<file path="src/rtl/wdt_timer_pkg.sv">
// Package: shared sizing for the watchdog interval timer.
// Assumes the select field picks one of 2**SEL_W codes, with code 0 meaning off.
package wdt_timer_pkg;
    localparam int unsigned SEL_W   = 3;
    localparam int unsigned NUM_SEL = 1 << SEL_W;

    // Low-bit mask that marks a timebase boundary for a select code
    function automatic longint unsigned tap_mask(input int unsigned step, input int unsigned code);
        if (code == 0) return 64'd0;
        return (64'd1 << (step * (code - 1))) - 64'd1;
    endfunction
endpackage

</file>
<file path="src/rtl/tmr_prescaler.sv">
// Module: tmr_prescaler
// Counts qualified input ticks. It emits a timebase tick on the qualified tick
// that completes each period of 2**(STEP*(sel-1)) ticks.
// Assumes the caller gates 'advance' with the enable and the clear condition.
module tmr_prescaler
    import wdt_timer_pkg::*;
#(
    parameter int unsigned STEP = 2
) (
    input  logic             clk,
    input  logic             rst_n,
    input  logic             clear,
    input  logic             advance,
    input  logic [SEL_W-1:0] sel,
    output logic             tb_tick
);
    localparam int unsigned PRE_W = STEP * (NUM_SEL - 2);

    logic [PRE_W-1:0]   pre_cnt;
    logic [NUM_SEL-1:0] tap_hit;

    // Divider register: cleared on restart or off code, advanced per qualified tick
    always_ff @(posedge clk) begin
        if (!rst_n)       pre_cnt <= '0;
        else if (clear)   pre_cnt <= '0;
        else if (advance) pre_cnt <= pre_cnt + 1'b1;
    end

    // One boundary detector per select code; code 0 never fires
    for (genvar g = 0; g < NUM_SEL; g++) begin : g_tap
        if (g == 0) begin : g_off
            assign tap_hit[g] = 1'b0;
        end else begin : g_on
            localparam logic [PRE_W-1:0] MASK = PRE_W'(tap_mask(STEP, g));
            assign tap_hit[g] = ((pre_cnt & MASK) == MASK);
        end
    end

    assign tb_tick = advance & tap_hit[sel];
endmodule

</file>
<file path="src/rtl/tmr_interval.sv">
// Module: tmr_interval
// Counts timebase ticks and flags the tick that completes IVL_TICKS of them.
// After that tick it wraps to zero by itself.
// Assumes IVL_TICKS >= 2.
module tmr_interval #(
    parameter int unsigned IVL_TICKS = 4
) (
    input  logic clk,
    input  logic rst_n,
    input  logic clear,
    input  logic tb_tick,
    output logic elapse
);
    localparam int unsigned IVL_W = $clog2(IVL_TICKS);
    localparam logic [IVL_W-1:0] LAST = IVL_W'(IVL_TICKS - 1);

    logic [IVL_W-1:0] ivl_cnt;

    // Interval counter with automatic reload at the last timebase tick
    always_ff @(posedge clk) begin
        if (!rst_n)        ivl_cnt <= '0;
        else if (clear)    ivl_cnt <= '0;
        else if (tb_tick)  ivl_cnt <= (ivl_cnt == LAST) ? '0 : ivl_cnt + 1'b1;
    end

    assign elapse = tb_tick & (ivl_cnt == LAST);
endmodule

</file>
<file path="src/rtl/tmr_output.sv">
// Module: tmr_output
// Holds the interval pulse and the sticky flag.
// Restart has priority, then the off code, then elapse, then the end of the pulse.
// Assumes 'elapse' is only ever high together with 'tb_tick'.
module tmr_output (
    input  logic clk,
    input  logic rst_n,
    input  logic restart,
    input  logic sel_off,
    input  logic tb_tick,
    input  logic elapse,
    output logic tmr_out,
    output logic tmr_flag
);
    // Pulse register: set on elapse, dropped on the next timebase tick
    always_ff @(posedge clk) begin
        if (!rst_n)        tmr_out <= 1'b0;
        else if (restart)  tmr_out <= 1'b0;
        else if (sel_off)  tmr_out <= 1'b0;
        else if (elapse)   tmr_out <= 1'b1;
        else if (tb_tick)  tmr_out <= 1'b0;
    end

    // Sticky flag: set on elapse, cleared only by restart
    always_ff @(posedge clk) begin
        if (!rst_n)        tmr_flag <= 1'b0;
        else if (restart)  tmr_flag <= 1'b0;
        else if (elapse)   tmr_flag <= 1'b1;
    end
endmodule

</file>
<file path="src/rtl/wdt_interval_timer.sv">
// Module: wdt_interval_timer (top)
// Restartable interval timer with a selectable timebase, a freeze enable and a watchdog restart.
// Assumes tick_32k and restart are single-cycle strobes synchronous to clk.
module wdt_interval_timer
    import wdt_timer_pkg::*;
#(
    parameter int unsigned STEP      = 2,
    parameter int unsigned IVL_TICKS = 4
) (
    input  logic             clk,
    input  logic             rst_n,
    input  logic             tick_32k,
    input  logic [SEL_W-1:0] tb_sel,
    input  logic             restart,
    input  logic             chip_en,
    output logic             tmr_out,
    output logic             tmr_flag
);
    logic sel_off;
    logic clear;
    logic advance;
    logic tb_tick;
    logic elapse;

    assign sel_off = (tb_sel == '0);
    assign clear   = restart | sel_off;
    assign advance = tick_32k & chip_en & ~clear;

    tmr_prescaler #(.STEP(STEP)) pre_i (
        .clk     (clk),
        .rst_n   (rst_n),
        .clear   (clear),
        .advance (advance),
        .sel     (tb_sel),
        .tb_tick (tb_tick)
    );

    tmr_interval #(.IVL_TICKS(IVL_TICKS)) ivl_i (
        .clk     (clk),
        .rst_n   (rst_n),
        .clear   (clear),
        .tb_tick (tb_tick),
        .elapse  (elapse)
    );

    tmr_output out_i (
        .clk      (clk),
        .rst_n    (rst_n),
        .restart  (restart),
        .sel_off  (sel_off),
        .tb_tick  (tb_tick),
        .elapse   (elapse),
        .tmr_out  (tmr_out),
        .tmr_flag (tmr_flag)
    );
endmodule

</file>
<file path="config.mk">
export PLATFORM = sky130hd
export DESIGN_NAME = wdt_interval_timer
export DESIGN_NICKNAME = d
export VERILOG_FILES = /design/src/rtl/wdt_timer_pkg.sv /design/src/rtl/tmr_prescaler.sv /design/src/rtl/tmr_interval.sv /design/src/rtl/tmr_output.sv /design/src/rtl/wdt_interval_timer.sv
export SDC_FILE = /design/constraint.sdc
export NUM_CORES = 1
export LEC_CHECK = 0
export ABC_AREA = 1
export CORE_MARGIN = 2
export CORE_UTILIZATION = 35
export CTS_CLUSTER_DIAMETER = 100
export CTS_CLUSTER_SIZE = 16
export DETAILED_ROUTE_END_ITERATION = 6
export PLACE_DENSITY_LB_ADDON = 0.12
export REMOVE_ABC_BUFFERS = 1
export SLEW_MARGIN = 25
export SYNTH_ARGS = -nofsm -noshare
export SYNTH_HDL_FRONTEND = slang
export SYNTH_HIERARCHICAL = 1
export SYNTH_SLANG_ARGS = --single-unit
</file>
<file path="constraint.sdc">
create_clock -name clk -period 4.61 [get_ports clk]
set_input_delay 0.6915 -clock clk [delete_from_list [all_inputs] [get_ports clk]]
set_output_delay 0.6915 -clock clk [all_outputs]
set_load 0.01 [all_outputs]
</file>
==> impl_metrics.env, run 1 <==
export IMPL_hp_start="ivl_i/ivl_cnt[1]$_SDFFE_PP0P_"
export IMPL_leakage_nw=0.433
export IMPL_hold_buffers=0
export IMPL_cts_sinks=16
export IMPL_coreArea_um2=2450
export IMPL_vias=804
export IMPL_syn_avg_cell_area_um2=6.63
export IMPL_post_drt_via_cell_ratio=4.52
export IMPL_p_clk_frac=0.377
export IMPL_die_area_um2=3000
export IMPL_cap_violations=0
export IMPL_clockBufferDepth=2
export IMPL_synth_top_area_frac=0.355
export IMPL_p_sw_mw=0.0611
export IMPL_finalHoldViolations=0
export IMPL_synth_simple_area_share=0.401
export IMPL_synth_compound_area_share=0.0985
export IMPL_io_pins=10
export IMPL_setup_tns_ns=0
export IMPL_routedWlPerCell_um=9.79
export IMPL_die_w_um=54.8
export IMPL_combPwrFrac=0.083
export IMPL_gr_total_overflow=0
export IMPL_yosysWarnings=6
export IMPL_rsz0062_at_grt="no"
export IMPL_finClkSkew_ns=0.00103
export IMPL_cts_buffers=3
export IMPL_crit_start="tb_sel[1]"
export IMPL_synth_cell_type_count=20
export IMPL_swShare=0.237
export IMPL_yosysTopAreaCell="dfxtp_1"
export IMPL_htree_num_levels=1
export IMPL_seq_area_frac_synth=0.355
export IMPL_routed_wirelength_um=1740
export IMPL_fin_area_um2=1060
export IMPL_fmax_mhz=435
export IMPL_netlist_instances=136
export IMPL_ir_drop_mv=0.197
export IMPL_rows=18
export IMPL_io_buffers=9
export IMPL_first_pass_iters=4
export IMPL_antenna_found_initial=0
export IMPL_grt_first_pass_wirelength_um=2970
export IMPL_die_height_um=54.8
export IMPL_drive_gt1_frac=0.115
export IMPL_fin_crit_ns=2.30
export IMPL_drc=0
export IMPL_hpwl_um=1340
export IMPL_n_antenna_cell=0
export IMPL_grt_start_max_net_pins=11
export IMPL_setup_violations_final=0
export IMPL_cts_setup_buffers=0
export IMPL_clkTransAtPathRegs_ns=0.10
export IMPL_ys_top_cells_by_area="dfxtp_1 (36%), nand2_1 (15%), inv_1 (10%), nor2_1 (6.7%), a21oi_1 (5.0%)"
export IMPL_slew_violations=0
export IMPL_gp_congestion=0.729
export IMPL_ys_ff_latch=16
export IMPL_synth_xor_area_frac=0.00971
export IMPL_crit_path_start_kind="input pin"
export IMPL_p_seq_frac=0.540
export IMPL_start_util=0.367
export IMPL_synthMuxAreaShare=0
export IMPL_period_share=0.499
export IMPL_whs_ns=0.485
export IMPL_min_path_type="reg -> reg"
export IMPL_worst_pin_slew_ns=0.407
export IMPL_drt_iter0_drc=18
export IMPL_grt_usage=0.137
export IMPL_cp_required_ns=4.80
export IMPL_synthAdderAreaFrac=0.0277
export IMPL_synth_area_um2=902
export IMPL_synth_top_family_by_area="simple AND/OR/NAND/NOR gates"
export IMPL_worstSetupEndpointType="register"
export IMPL_status="finished, final reports clean"
export IMPL_p_per_area_nw_per_um2=243
export IMPL_cts_tree="built"
export IMPL_p_int_mw=0.197
export IMPL_cts_resized=0
export IMPL_grt_pass1_vias=727
export IMPL_clk_latency_ns=0.29
export IMPL_worst_setup_path_type="in -> reg"
export IMPL_num_nets_final=159
export IMPL_areaGrowthSynthToFinish_pct=17.3
export IMPL_r2r_start="pre_i/pre_cnt[0]$_SDFFE_PP0P_"
export IMPL_critPathArrivalTime_ns=2.50
export IMPL_final_common_cell="nand2_1"
export IMPL_crit_path_max_fanout=8
export IMPL_clock_root_buffer="clkbuf_4"
export IMPL_ant_nets=0
export IMPL_slew_limit_headroom=0.728
export IMPL_placed_cell_area_um2=1020
export IMPL_final_cell_mix="nand2_1 (36), inv_1 (24), nor2_1 (16), dfxtp_1 (16)"
[state kept, by name (all words and copies together) (netlist names)]
| register | cells |
|---|---|
| ivl_i/ivl_cnt | 2 |
| pre_i/pre_cnt | 12 |
| out_i/tmr_flag | 1 |
| out_i/tmr_out | 1 |
[logic make-up after synthesis]
| family | Yosys count |
|---|---|
| AND/OR/NAND/NOR | 75 |
| XOR/XNOR | 1 |
| buffers and inverters | 25 |
| AO/OA/AOI/OAI | 17 |
| adder cells (fa/ha/maj) | 2 |
| flip-flops | 16 |
[layout make-up]
| type | count | area, um2 |
|---|---|---|
| Fill cell | 260 | 1400 |
| Multi-Input combinational cell | 95 | 484 |
| Sequential cell | 16 | 320 |
| Timing Repair Buffer | 9 | 90.1 |
| Inverter | 24 | 90.1 |
| Tap cell | 30 | 37.5 |
| Clock buffer | 4 | 36.3 |
[synthesized netlist by cell type, drive strengths merged]
library cell	number
ha	2
buf	1
nand4	1
nand3	7
nor3	1
a21oi	10
nor3b	1
o21ai	7
nand3b	2
nor2	23
xor2	1
dfxtp	16
inv	24
nand2	40
[layer usage]
| metal | global-route usage | vias to the layer above | wire length [um] |
|---|---|---|---|
| met5 | 0 | - | 0 |
| met4 | 0.0500 | 0 | 0 |
| met3 | 0.0328 | 0 | 32 |
| met2 | 0.234 | 4 | 855 |
| met1 | 0.165 | 359 | 855 |
| li1 | - | 441 | - |
[per-stage QoR]
| step | worst slack (ns) | utilization | power, mW | instances |
|---|---|---|---|---|
| floorplan | 2.80 | - | 0.154 | 135 |
| global placement | 2.09 | 0.416 | 0.163 | 174 |
| detailed placement | 2.03 | 0.416 | 0.163 | 174 |
| CTS | 2.34 | 0.431 | 0.261 | 178 |
| global route | 2.14 | 0.431 | 0.268 | 178 |
| finish | 2.31 | 0.431 | 0.258 | 178 |
[final timing paths]
kind                            cells after the start  slack, ns                       endpoint
worst max-delay path                               10       2.31     out_i/tmr_out$_SDFFE_PP0P_
worst min-delay path                                2       0.49  ivl_i/ivl_cnt[1]$_SDFFE_PP0P_
worst max register to register                     10       2.85     out_i/tmr_out$_SDFFE_PP0P_
worst min register to register                      2       0.49  ivl_i/ivl_cnt[1]$_SDFFE_PP0P_
[power by group through the flow]
stage | Clock (mW) | Combinational, mW | Sequential [mW]
2_1_floorplan | 0 | 0.0120 | 0.142
3_3_place_gp | 0 | 0.0213 | 0.142
3_5_place_dp | 0 | 0.0213 | 0.142
4_1_cts | 0.101 | 0.0214 | 0.139
5_1_grt | 0.105 | 0.0239 | 0.139
6_report | 0.0972 | 0.0214 | 0.139
[worst max-delay path, stage by stage]
cell and delay, ns:
clkdlybuf4s50_1 0.52, nor2_1 0.06, nand2_1 0.09, nand2_2 0.11, nor2_2 0.29, nand2_1 0.09
a21oi_1 0.34, inv_1 0.09, a21oi_1 0.16, nor2_1 0.05
Note: power is estimated with default switching activity, not from simulation.
==> run 2, diff against run 1 <==
- clock period: 4.61 -> 2.2 ns (I/O delays scaled with it)
==> run 2 against run 1 <==
Compared with the run above: clock power rose by 110%; worst setup slack got worse by 1.9 ns; power up 110%; critical path type unchanged.
==> impl_metrics.env, run 2 (same netlist as run 1, synthesis figures left out) <==
export IMPL_min_path_type="reg -> reg"
export IMPL_cts_sinks=16
export IMPL_fin_crit_ns=1.76
export IMPL_hpwl_um=1320
export IMPL_p_seq_frac=0.537
export IMPL_leakage_nw=0.443
export IMPL_gr_total_overflow=0
export IMPL_clk_latency_ns=0.29
export IMPL_path_depth=10
export IMPL_cts_tree="built"
export IMPL_crit_path_start_kind="input pin"
export IMPL_finClkSkew_ns=0.00566
export IMPL_grt_first_pass_wirelength_um=2860
export IMPL_htree_num_levels=1
export IMPL_clkTransAtPathRegs_ns=0.10
export IMPL_gp_congestion=0.768
export IMPL_grt_usage=0.135
export IMPL_drive_gt1_frac=0.127
export IMPL_io_pins=10
export IMPL_p_int_mw=0.413
export IMPL_final_cell_mix="nand2_1 (36), inv_1 (24), nor2_1 (16), dfxtp_1 (16)"
export IMPL_status="finished, final reports clean"
export IMPL_grt_start_max_net_pins=11
export IMPL_regMostFlops="pre_i/pre_cnt"
export IMPL_ff2ff_path_depth=11
export IMPL_ir_drop_mv=0.257
export IMPL_routed_wirelength_um=1720
export IMPL_die_w_um=54.8
export IMPL_largest_reg_flops=12
export IMPL_slew_violations=0
export IMPL_routedWlPerCell_um=9.54
export IMPL_antenna_found_initial=0
export IMPL_grt_pass1_vias=741
export IMPL_met2WireLength_um=847
export IMPL_slowest_delay_ns=0.52
export IMPL_setup_tns_ns=0
export IMPL_crit_path_max_fanout=5
export IMPL_drc=0
export IMPL_fin_area_um2=1070
export IMPL_critPathArrivalTime_ns=1.96
export IMPL_fin_util=0.437
export IMPL_routed_top_layer="met4"
export IMPL_crit_start="tb_sel[1]"
export IMPL_clock_root_buffer="clkbuf_4"
export IMPL_cts_resized=0
export IMPL_top_regs="pre_i/pre_cnt x12, ivl_i/ivl_cnt x2"
export IMPL_worstSetupEndpointType="register"
export IMPL_worst_pin_slew_ns=0.255
export IMPL_swShare=0.239
export IMPL_r2r_start="pre_i/pre_cnt[0]$_SDFFE_PP0P_"
export IMPL_rows=18
export IMPL_start_util=0.367
export IMPL_cap_violations=0
export IMPL_hold_buffers=0
export IMPL_period_share=0.800
export IMPL_cts_buffers=3
export IMPL_combPwrFrac=0.085
export IMPL_post_drt_via_cell_ratio=4.59
export IMPL_areaGrowthSynthToFinish_pct=19.0
export IMPL_finalHoldViolations=0
export IMPL_die_area_um2=3000
export IMPL_crit_family="simple AND/OR/NAND/NOR gates"
export IMPL_vias=826
export IMPL_rsz0062_at_grt="no"
export IMPL_first_pass_iters=4
export IMPL_p_clk_frac=0.378
export IMPL_ant_nets=0
export IMPL_drt_iter0_drc=9
export IMPL_worst_path_max_delay_cell="clkdlybuf4s50_1"
export IMPL_fmax_mhz=568
export IMPL_n_antenna_cell=0
export IMPL_cts_setup_buffers=0
export IMPL_wl_met3_um=54
export IMPL_placed_cell_area_um2=1040
export IMPL_p_per_area_nw_per_um2=505
export IMPL_drt_met1_wl_um=802
export IMPL_crit_buf_inv=1
export IMPL_die_height_um=54.8
export IMPL_cp_required_ns=2.40
export IMPL_path_cells="clkdlybuf4s50_1, nor2_1, nand2_1, nand2_2, nor2_2, nand2_2, nor3b_2, nand3_1, nand2_1, nor2_2"
export IMPL_worst_setup_path_type="in -> reg"
export IMPL_slew_limit_headroom=0.829
export IMPL_clockBufferDepth=2
export IMPL_p_sw_mw=0.129
export IMPL_setup_violations_final=0
export IMPL_coreArea_um2=2450
export IMPL_hp_start="ivl_i/ivl_cnt[1]$_SDFFE_PP0P_"
export IMPL_num_nets_final=161
export IMPL_io_buffers=9
export IMPL_final_common_cell="nand2_1"
export IMPL_hold_depth=2
-- run 2: final timing paths --
| path | end | slack [ns] |
|---|---|---|
| worst max-delay path | pre_i/pre_cnt[5]$_SDFFE_PP0P_ | 0.44 |
| worst min-delay path | ivl_i/ivl_cnt[1]$_SDFFE_PP0P_ | 0.48 |
| worst max register to register | out_i/tmr_out$_SDFFE_PP0P_ | 0.55 |
| worst min register to register | ivl_i/ivl_cnt[1]$_SDFFE_PP0P_ | 0.48 |
-- run 2: power groups by stage --
stage / combinational [mW] / sequential, mW / clock, mW
floorplan: 0.0251 / 0.298 / 0
global placement: 0.0462 / 0.298 / 0
detailed placement: 0.0465 / 0.298 / 0
CTS: 0.0468 / 0.291 / 0.212
global route: 0.0523 / 0.291 / 0.221
finish: 0.0463 / 0.291 / 0.205
-- run 2: area by class of cell --
type,instances,area (um2)
Clock buffer,4,36.3
Sequential cell,16,320
Timing Repair Buffer,11,105
Fill cell,259,1380
Multi-Input combinational cell,95,484
Inverter,24,90.1
Tap cell,30,37.5
-- run 2: tightest hold or removal path: cells and delay by family, from the launching register on --
family | cells | cell delay (ns)
simple gates | 1 | 0.08
flops | 1 | 0.33
compound gates | 1 | 0.04
-- run 2: metal layers --
| layer | GRT usage | up-vias |
|---|---|---|
| met5 | 0 | - |
| li1 | - | 448 |
| met1 | 0.157 | 368 |
| met3 | 0.0246 | 2 |
| met4 | 0.0833 | 0 |
| met2 | 0.226 | 8 |
-- run 2: stage by stage --
step / setup WS, ns / total power [mW] / instances / hold WS, ns
2_1_floorplan: 0.697 / 0.323 / 135 / 0.450
5_1_grt: 0.241 / 0.565 / 180 / 0.496
3_5_place_dp: 0.159 / 0.344 / 176 / 0.465
3_3_place_gp: 0.169 / 0.344 / 176 / 0.464
4_1_cts: 0.460 / 0.550 / 180 / 0.480
6_report: 0.440 / 0.543 / 180 / 0.477
==> run 3, diff against run 2 <==
- clock period: 2.2 -> 1.5 ns (I/O delays scaled with it)
==> run 3 against run 2 <==
Compared with the run above: worst setup slack lost 0.40 ns; die area unchanged; via count up 12%; sequential share of layout area shrank 4.1 points; core utilization is 8.8 points higher; design area up 20%; critical path depth grew 1; sequential power rose by 45%; final cell count up 8.9%; power grew 38%; clock-buffer cell count is 1 lower; clock skew down 0.0013 ns; largest power group unchanged.
==> impl_metrics.env, run 3 (same netlist as run 1, synthesis figures left out) <==
export IMPL_p_per_area_nw_per_um2=579
export IMPL_min_path_type="in -> reg"
export IMPL_fin_crit_ns=1.46
export IMPL_final_common_cell="nand2_1"
export IMPL_ir_drop_mv=0.365
export IMPL_setup_violations_final=0
export IMPL_post_drt_via_cell_ratio=4.71
export IMPL_clk_latency_ns=0.28
export IMPL_setup_tns_ns=0
export IMPL_drt_iter0_drc=18
export IMPL_p_total_mw=0.747
export IMPL_hold_buffers=0
export IMPL_n_antenna_cell=0
export IMPL_slowest_delay_ns=0.36
export IMPL_rsz0062_at_grt="yes"
export IMPL_num_nets_final=178
export IMPL_critPathArrivalTime_ns=1.65
export IMPL_cts_buffers=3
export IMPL_fin_util=0.525
export IMPL_cts_sinks=16
export IMPL_gp_congestion=0.766
export IMPL_worst_pin_slew_ns=0.209
export IMPL_grt_usage=0.139
export IMPL_clkTransAtPathRegs_ns=0.09
export IMPL_leakage_nw=0.581
export IMPL_finClkSkew_ns=0.00434
export IMPL_fmax_mhz=686
export IMPL_fin_area_um2=1290
export IMPL_period_share=0.972
export IMPL_worst_setup_path_type="reg -> reg"
export IMPL_first_pass_iters=4
export IMPL_die_area_um2=3000
export IMPL_path_cells="ha_4, inv_4, nor2_4, nand2_2, nand2_2, nand3_2, a21oi_2, buf_6, inv_2, a21oi_2, nor2_1"
export IMPL_coreArea_um2=2450
export IMPL_drc=0
export IMPL_ant_nets=0
export IMPL_slew_violations=0
export IMPL_antenna_found_initial=0
export IMPL_cts_tree="built"
export IMPL_grt_first_pass_wirelength_um=2950
export IMPL_htree_num_levels=1
export IMPL_die_height_um=54.8
export IMPL_clockBufferDepth=2
export IMPL_top_regs="pre_i/pre_cnt x12, ivl_i/ivl_cnt x2"
export IMPL_grt_pass1_vias=758
export IMPL_cap_violations=0
export IMPL_clock_root_buffer="clkbuf_4"
export IMPL_routedWlPerCell_um=10.3
export IMPL_areaGrowthSynthToFinish_pct=43.0
export IMPL_slew_limit_headroom=0.860
export IMPL_rows=18
export IMPL_hpwl_um=1430
export IMPL_io_pins=10
export IMPL_io_buffers=9
export IMPL_start_util=0.367
export IMPL_crit_path_start_kind="register"
export IMPL_die_w_um=54.8
export IMPL_status="finished, final reports clean"
export IMPL_crit_path_max_fanout=6
export IMPL_crit_family="flip-flops"
export IMPL_worstSetupEndpointType="register"
export IMPL_finalHoldViolations=0
export IMPL_drive_gt1_frac=0.337
export IMPL_final_cell_mix="nand2_1 (32), inv_1 (21), buf_4 (18)"
export IMPL_crit_buf_inv=3
export IMPL_vias=923
export IMPL_routed_wirelength_um=2020
export IMPL_worst_path_max_delay_cell="dfxtp_2"
export IMPL_regMostFlops="pre_i/pre_cnt"
export IMPL_placed_cell_area_um2=1130
export IMPL_largest_reg_flops=12
export IMPL_grt_start_max_net_pins=9
export IMPL_cp_required_ns=1.69
export IMPL_gr_total_overflow=0
## run 3: changes by cell type in the layout (fill, tap and decap cells not counted), sizes merged
cell	previous run	this run
clkbuf	4	3
clkdlybuf4s50	9	6
buf	2	19
dlymetal6s2s	0	3
## run 3: through the flow
stage	instances	hold slack [ns]	worst slack, ns
2_1_floorplan	135	0.345	-0.00329
3_3_place_gp	189	0.463	-0.244
3_5_place_dp	189	0.468	-0.302
4_1_cts	192	0.481	0.00896
5_1_grt	196	0.459	-0.0850
6_report	196	0.393	0.0420
## run 3: path summary, 6_finish.rpt
path | cells after the start | from | slack, ns | end
worst max register to register | 11 | pre_i/pre_cnt[0]$_SDFFE_PP0P_ | 0.04 | out_i/tmr_out$_SDFFE_PP0P_
worst min register to register | 2 | ivl_i/ivl_cnt[1]$_SDFFE_PP0P_ | 0.48 | ivl_i/ivl_cnt[1]$_SDFFE_PP0P_
worst max-delay path | 11 | pre_i/pre_cnt[0]$_SDFFE_PP0P_ | 0.04 | out_i/tmr_out$_SDFFE_PP0P_
worst min-delay path | 6 | tb_sel[2] | 0.39 | out_i/tmr_out$_SDFFE_PP0P_
## run 3: repair_timing
item	in CTS	in global routing
setup endpoints to repair	2	12
gates resized for setup	4	29
pin swaps	1	19
setup buffers	0	4
hold endpoints to repair	0	0
## run 3: power by group
part           internal, mW  leakage [nW]  total (mW)  switching [mW]
Sequential            0.422         0.132       0.423         0.00121
Clock                0.0932        0.0138       0.229           0.135
Combinational        0.0487         0.435      0.0949          0.0463
Total                 0.564         0.581       0.747           0.183
## run 3: per-layer routing
layer	up-vias	part of all wire	global-route usage
li1	484	-	-
met1	415	0.42	0.155
met2	18	0.53	0.248
met3	6	0.029	0.0246
met4	0	0.020	0.0750
met5	-	0	0
## run 3: worst min-delay path: cells and delay by family
family	cells	cell delay, ns
buf+inv	3	0.24
simple gates	3	0.19
## run 3: final cells by class
cell class              instances  area [um2]
repair buffers                 28         244
clock buffers                   3        22.5
multi-input cells              95         562
flip-flops and latches         16         332
inverters                      24        92.6
well taps                      30        37.5
fillers                       227        1160
